===== config.mk =====
export PLATFORM = sky130hd
export DESIGN_NAME = reorder_buf
export DESIGN_NICKNAME = d
export VERILOG_FILES = /design/src/rtl/rob_pkg.sv /design/src/rtl/rob_ptrs.sv /design/src/rtl/rob_store.sv /design/src/rtl/rob_commit.sv /design/src/rtl/reorder_buf.sv
export SDC_FILE = /design/constraint.sdc
export NUM_CORES = 2
export LEC_CHECK = 0
export ABC_AREA = 0
export CAP_MARGIN = 0
export CORE_UTILIZATION = 57
export CTS_CLUSTER_SIZE = 20
export DETAILED_ROUTE_END_ITERATION = 16
export GPL_TIMING_DRIVEN = 0
export HOLD_SLACK_MARGIN = 0.05
export PLACE_DENSITY = 0.74
export SYNTH_ARGS = -nofsm -noshare
export SYNTH_HDL_FRONTEND = slang
export SYNTH_SLANG_ARGS = --single-unit

===== constraint.sdc =====
create_clock -name clk -period 11.85 [get_ports clk]
set_input_delay 1.7775 -clock clk [delete_from_list [all_inputs] [get_ports clk]]
set_output_delay 1.7775 -clock clk [all_outputs]
set_load 0.02 [all_outputs]

===== src/rtl/rob_pkg.sv =====
package rob_pkg;
  localparam int unsigned DEF_DEPTH  = 40;
  localparam int unsigned DEF_NRET   = 2;
  localparam int unsigned DEF_PC_W   = 32;
  localparam int unsigned DEF_DATA_W = 32;
  localparam int unsigned DEF_DEST_W = 5;
endpackage


===== src/rtl/rob_ptrs.sv =====
module rob_ptrs #(
  parameter int unsigned DEPTH = 40,
  parameter int unsigned NRET  = 2,
  parameter int unsigned IDX_W = 6
) (
  input  logic             clk,
  input  logic             rst_n,
  input  logic             alloc,
  input  logic             flush,
  input  logic [NRET-1:0]  ret_en,
  output logic [IDX_W-1:0] head_idx,
  output logic [IDX_W-1:0] tail_idx,
  output logic [IDX_W:0]   occ
);
  localparam int unsigned PW = IDX_W + 1;

  // pointer = {wrap bit, slot index}
  logic [PW-1:0] h_ptr, t_ptr, h_next;

  function automatic logic [PW-1:0] bump(input logic [PW-1:0] p);
    if (p[IDX_W-1:0] == IDX_W'(DEPTH - 1))
      return {~p[IDX_W], {IDX_W{1'b0}}};
    else
      return p + PW'(1);
  endfunction

  always_comb begin
    h_next = h_ptr;
    for (int k = 0; k < int'(NRET); k++)
      if (ret_en[k]) h_next = bump(h_next);
  end

  assign head_idx = h_ptr[IDX_W-1:0];
  assign tail_idx = t_ptr[IDX_W-1:0];
  assign occ = (h_ptr[IDX_W] == t_ptr[IDX_W])
             ? ({1'b0, t_ptr[IDX_W-1:0]} - {1'b0, h_ptr[IDX_W-1:0]})
             : (PW'(DEPTH) - {1'b0, h_ptr[IDX_W-1:0]} + {1'b0, t_ptr[IDX_W-1:0]});

  always_ff @(posedge clk or negedge rst_n) begin
    if (!rst_n) begin
      h_ptr <= '0;
      t_ptr <= '0;
    end else begin
      h_ptr <= h_next;
      if (flush)      t_ptr <= h_ptr;
      else if (alloc) t_ptr <= bump(t_ptr);
    end
  end
endmodule


===== src/rtl/rob_store.sv =====
module rob_store #(
  parameter int unsigned DEPTH  = 40,
  parameter int unsigned NRET   = 2,
  parameter int unsigned IDX_W  = 6,
  parameter int unsigned PC_W   = 32,
  parameter int unsigned DATA_W = 32,
  parameter int unsigned DEST_W = 5
) (
  input  logic                   clk,
  input  logic                   rst_n,
  input  logic                   alloc,
  input  logic [IDX_W-1:0]       alloc_idx,
  input  logic [PC_W-1:0]        alloc_pc,
  input  logic                   fin_en,
  input  logic [IDX_W-1:0]       fin_idx,
  input  logic                   fin_exc,
  input  logic [DEST_W-1:0]      fin_dest,
  input  logic [DATA_W-1:0]      fin_data,
  input  logic [NRET*IDX_W-1:0]  rd_idx,
  output logic [NRET-1:0]        rd_done,
  output logic [NRET-1:0]        rd_exc,
  output logic [NRET*DEST_W-1:0] rd_dest,
  output logic [NRET*DATA_W-1:0] rd_data,
  output logic [PC_W-1:0]        rd_pc
);
  logic [DEPTH-1:0]  done_q, exc_q;
  logic [PC_W-1:0]   pc_q   [DEPTH];
  logic [DEST_W-1:0] dest_q [DEPTH];
  logic [DATA_W-1:0] data_q [DEPTH];

  // status bits: cleared on allocation, set by the finish event
  always_ff @(posedge clk or negedge rst_n) begin
    if (!rst_n) begin
      done_q <= '0;
      exc_q  <= '0;
    end else begin
      if (alloc) begin
        done_q[alloc_idx] <= 1'b0;
        exc_q[alloc_idx]  <= 1'b0;
      end
      if (fin_en) begin
        done_q[fin_idx] <= 1'b1;
        exc_q[fin_idx]  <= fin_exc;
      end
    end
  end

  always_ff @(posedge clk) begin
    if (alloc) pc_q[alloc_idx] <= alloc_pc;
    if (fin_en) begin
      dest_q[fin_idx] <= fin_dest;
      data_q[fin_idx] <= fin_data;
    end
  end

  for (genvar k = 0; k < int'(NRET); k++) begin : g_rd
    logic [IDX_W-1:0] ix;
    assign ix = rd_idx[k*IDX_W +: IDX_W];
    assign rd_done[k] = done_q[ix];
    assign rd_exc[k]  = exc_q[ix];
    assign rd_dest[k*DEST_W +: DEST_W] = dest_q[ix];
    assign rd_data[k*DATA_W +: DATA_W] = data_q[ix];
  end

  assign rd_pc = pc_q[rd_idx[IDX_W-1:0]];
endmodule


===== src/rtl/rob_commit.sv =====
module rob_commit #(
  parameter int unsigned NRET  = 2,
  parameter int unsigned IDX_W = 6
) (
  input  logic [IDX_W:0]   occ,
  input  logic [NRET-1:0]  done,
  input  logic [NRET-1:0]  exc,
  output logic [NRET-1:0]  ret_en,
  output logic             flush
);
  logic go;

  // commit chain stops at the first lane that is empty, unfinished or faulting
  always_comb begin
    go = 1'b1;
    for (int k = 0; k < int'(NRET); k++) begin
      ret_en[k] = go && (occ > (IDX_W+1)'(k)) && done[k] && !exc[k];
      go = ret_en[k];
    end
  end

  assign flush = (occ != '0) && done[0] && exc[0];
endmodule


===== src/rtl/reorder_buf.sv =====
module reorder_buf
  import rob_pkg::*;
#(
  parameter int unsigned DEPTH  = DEF_DEPTH,
  parameter int unsigned NRET   = DEF_NRET,
  parameter int unsigned PC_W   = DEF_PC_W,
  parameter int unsigned DATA_W = DEF_DATA_W,
  parameter int unsigned DEST_W = DEF_DEST_W,
  localparam int unsigned IDX_W = $clog2(DEPTH)
) (
  input  logic                   clk,
  input  logic                   rst_n,
  input  logic                   disp_valid,
  output logic                   disp_ready,
  input  logic [PC_W-1:0]        disp_pc,
  output logic [IDX_W-1:0]       disp_tag,
  input  logic                   fin_valid,
  input  logic [IDX_W-1:0]       fin_tag,
  input  logic                   fin_exc,
  input  logic [DEST_W-1:0]      fin_dest,
  input  logic [DATA_W-1:0]      fin_data,
  output logic [NRET-1:0]        ret_en,
  output logic [NRET*DEST_W-1:0] ret_dest,
  output logic [NRET*DATA_W-1:0] ret_data,
  output logic                   flush,
  output logic [PC_W-1:0]        restart_pc
);
  localparam int unsigned OCC_W = IDX_W + 1;

  logic [IDX_W-1:0]      head_idx, tail_idx;
  logic [OCC_W-1:0]      occ;
  logic                  alloc;
  logic [NRET*IDX_W-1:0] lane_idx;
  logic [NRET-1:0]       lane_done, lane_exc;

  assign disp_ready = (occ != OCC_W'(DEPTH)) && !flush;
  assign alloc      = disp_valid && disp_ready;
  assign disp_tag   = tail_idx;

  // lane k looks at slot head+k, wrapped at DEPTH
  for (genvar k = 0; k < int'(NRET); k++) begin : g_lane
    logic [OCC_W-1:0] sum;
    assign sum = {1'b0, head_idx} + OCC_W'(k);
    assign lane_idx[k*IDX_W +: IDX_W] = (sum >= OCC_W'(DEPTH))
                                      ? IDX_W'(sum - OCC_W'(DEPTH))
                                      : sum[IDX_W-1:0];
  end

  rob_ptrs #(.DEPTH(DEPTH), .NRET(NRET), .IDX_W(IDX_W)) u_ptrs (
    .clk(clk), .rst_n(rst_n), .alloc(alloc), .flush(flush),
    .ret_en(ret_en), .head_idx(head_idx), .tail_idx(tail_idx), .occ(occ)
  );

  rob_store #(.DEPTH(DEPTH), .NRET(NRET), .IDX_W(IDX_W), .PC_W(PC_W),
              .DATA_W(DATA_W), .DEST_W(DEST_W)) u_store (
    .clk(clk), .rst_n(rst_n),
    .alloc(alloc), .alloc_idx(tail_idx), .alloc_pc(disp_pc),
    .fin_en(fin_valid), .fin_idx(fin_tag), .fin_exc(fin_exc),
    .fin_dest(fin_dest), .fin_data(fin_data),
    .rd_idx(lane_idx), .rd_done(lane_done), .rd_exc(lane_exc),
    .rd_dest(ret_dest), .rd_data(ret_data), .rd_pc(restart_pc)
  );

  rob_commit #(.NRET(NRET), .IDX_W(IDX_W)) u_commit (
    .occ(occ), .done(lane_done), .exc(lane_exc),
    .ret_en(ret_en), .flush(flush)
  );
endmodule


==> reports/qor.yml <==
outcome: "finished, violations left"
failed_checks: "capacitance limit, slew limit"
worstPathMaxFanout: 11
slew_headroom_pct: -5.951
crit_type: "register to output port"
start_util_pct: 57.36
yosys-top-cells-area: "edfxtp_1, mux4_2, dfrtp_1, nand2_1, mux2i_1"
hold_viol_final: 0
hp-class: "register to register"
synth-seq-cells: 2854
pin_count: 196
cts.sinks: 2854
power_mw: 42.04
grt_pass1_vias: 71630
tightest_slew_ns: 1.589
cts_tree: "yes"
clk_pin_slew_worst_paths_ns: 0.07
rows: 170
rsz0062_at_grt: "false"
grt_overflow: 0
fin_skew_ns: 0.04586
postCtsSetupRepairBufs: 0
syn_avg_cell_area_sq_um: 19.89
critPathLaunch: "u_ptrs.h_ptr[2]"
numCtsBuffers: 296
max_freq_mhz: 93.05
core_area_sq_mm: 0.2146
gp_congestion: 0.9841
drt_iter0_markers: 12760
fin_crit_sh_pct: 90.69
grt_usage_pct: 37.70
synth_area_leader_cell: "edfxtp_1"
hold_depth: 2
synth_top_area_share_pct: 67.32
cap_viol_max_count: 6
p_leak_nw: 44.37
synth_cell_type_count: 71
stdcell_area_sq_mm: 0.1401
crit_required_ns: 10.07
timing.rr.start: "u_ptrs.h_ptr[2]"
ant_nets: 0
h-tree-depth: 5
mostFrequentLayoutCells: "edfxtp_1, mux4_2, nand2_1"
drive_above_1_share_pct: 27.68
syn_inst: 6190
synth_fp_nets: 6295
drc: 0
synth-edff-count: 2760
worstPathArrival_ns: 8.97
clockRootBuffer: "clkbuf_16"
power_density_mw_per_mm2: 300.1
yosys_warnings: 0
mostFrequentLayoutCell: "edfxtp_1"
die_width_um: 466.7
peakVddDrop_mv: 0.3596
critical-path-slowest-cell: "clkbuf_1"
clk_latency_ns: 0.97
fin_tns_setup_ns: 0
crit_top_cell: "clkbuf_1"
n_fill_cell: 13900
hold_start: "u_store.done_q[11]"
wirelength_um: 408000
synth_flop_cell: "edfxtp_1"
nets: 6887
cpPeakStageDelay_ns: 0.97
r2r_cells: 18
holdWs_ns: 0.5478
clk_path_buf_depth: 4
place_area_sq_mm: 0.1311
cp-end-kind: "output port"
setup_viol: 0
ys_seq_area_share_pct: 69.23
post-route-min-period_ns: 10.75
dp.cells: 9317
async_reset_ff_share_pct: 3.294
num_vias: 72970
startpoint_type: "register"
area_growth_pct: 13.80
wl_per_cell_um: 41.49
grt_max_degree: 51
grt_pass1_wl_um: 558800
cts_resized: 0
syn_area_sq_mm: 0.1231
cp_cell_sequence: "inv_1 -> clkbuf_1 -> clkbuf_1 -> clkbuf_1 -> clkbuf_1 -> ha_1 -> fa_1 -> or4b_1 -> nor4b_2 -> o21ai_1 -> nor3_2 -> or3_1 -> buf_4 -> inv_2 -> and4_1 -> buf_2 -> buf_4 -> clkdlybuf4s50_1"
die-area_sq_mm: 0.2178
viasPerCell: 7.420
io_buffers: 194
dp_hpwl_um: 277800
cts_hold_buf: 0
slew_viol_final: 95
antenna_found_initial: 30
die_y_um: 466.7
first_pass_iters: 7
stdcell_count: 9835
## state kept, by name, summed over array words and instances, names as in the netlist
signal and count:
u_ptrs.t_ptr 7, u_ptrs.h_ptr 7, u_store.done_q 40, u_store.exc_q 40, u_store.dest_q 200, u_store.pc_q 1280, u_store.data_q 1280
## stage by stage
| step | worst slack, ns | utilization (%) |
|---|---|---|
| finish | 1.103 | 65.27 |
| global route | 1.008 | 65.27 |
| CTS | 1.308 | 65.29 |
| detailed placement | 2.342 | 61.07 |
| global placement | 0.8528 | 59.92 |
| floorplan | 5.356 | - |
## cell usage after synthesis (69+ instances only)
master,instances
buf_1,80
a211oi_1,69
mux4_2,1146
buf_2,88
o21ai_0,153
mux2i_1,148
and3_1,77
dfrtp_1,94
nor2_1,97
nand2_1,610
edfxtp_1,2760
a31oi_1,109
clkbuf_1,272
## cell type report
| type | instances | area (sq um) | share of cell area, % |
|---|---|---|---|
| antenna | 20 | 50.05 | 0.03573 |
| buffer | 461 | 1984 | 1.416 |
| clock buffer | 356 | 7845 | 5.600 |
| clock inverter | 137 | 1212 | 0.8654 |
| inverter | 46 | 172.7 | 0.1233 |
| multi-input combinational | 2829 | 36260 | 25.88 |
| sequential | 2854 | 85230 | 60.84 |
| tap | 2838 | 3551 | 2.535 |
| timing repair buffer | 294 | 3785 | 2.702 |
## cells by family after synthesis
| group | Yosys count | synth area share, % |
|---|---|---|
| fa+ha+maj | 25 | 0.2846 |
| flops | 2854 | 69.23 |
| buf+inv | 507 | 1.732 |
| compound gates | 591 | 3.203 |
| xor+xnor | 19 | 0.1352 |
| simple gates | 891 | 3.160 |
| mux | 1303 | 22.25 |
## power by group
group          total (mW)  switching [mW]  internal (mW)
registers            11.4           0.136           11.3
clock network        9.00            3.83           5.17
logic                21.6            13.8           7.85
total                42.0            17.8           24.3
## critical path, delay by kind of cell (launching register included)
| family | cells | cell delay [ns] |
|---|---|---|
| buffers and inverters | 10 | 4.84 |
| and+or+nand+nor | 5 | 1.61 |
| adders and majority gates | 2 | 0.92 |
| DFF | 1 | 0.43 |
| AOI/OAI and AO/OA | 1 | 0.19 |
## per-layer routing
layer,routed length (um),track usage [%]
met1,135400,48.27
met2,182800,55.47
met3,52840,10.63
met4,36860,28.07
met5,116,0
## final timing paths
check / endpoint / slack [ns]
min in group asynchronous: u_store.exc_q[4] / 0.91
min reg2reg: u_store.done_q[11] / 0.55
max reg2reg: u_store.pc_q[6][31] / 2.77
min: u_store.done_q[11] / 0.55
max in group asynchronous: u_store.done_q[18] / 10.22
max: ret_en[1] / 1.10
(Power assumes the default switching activity.)
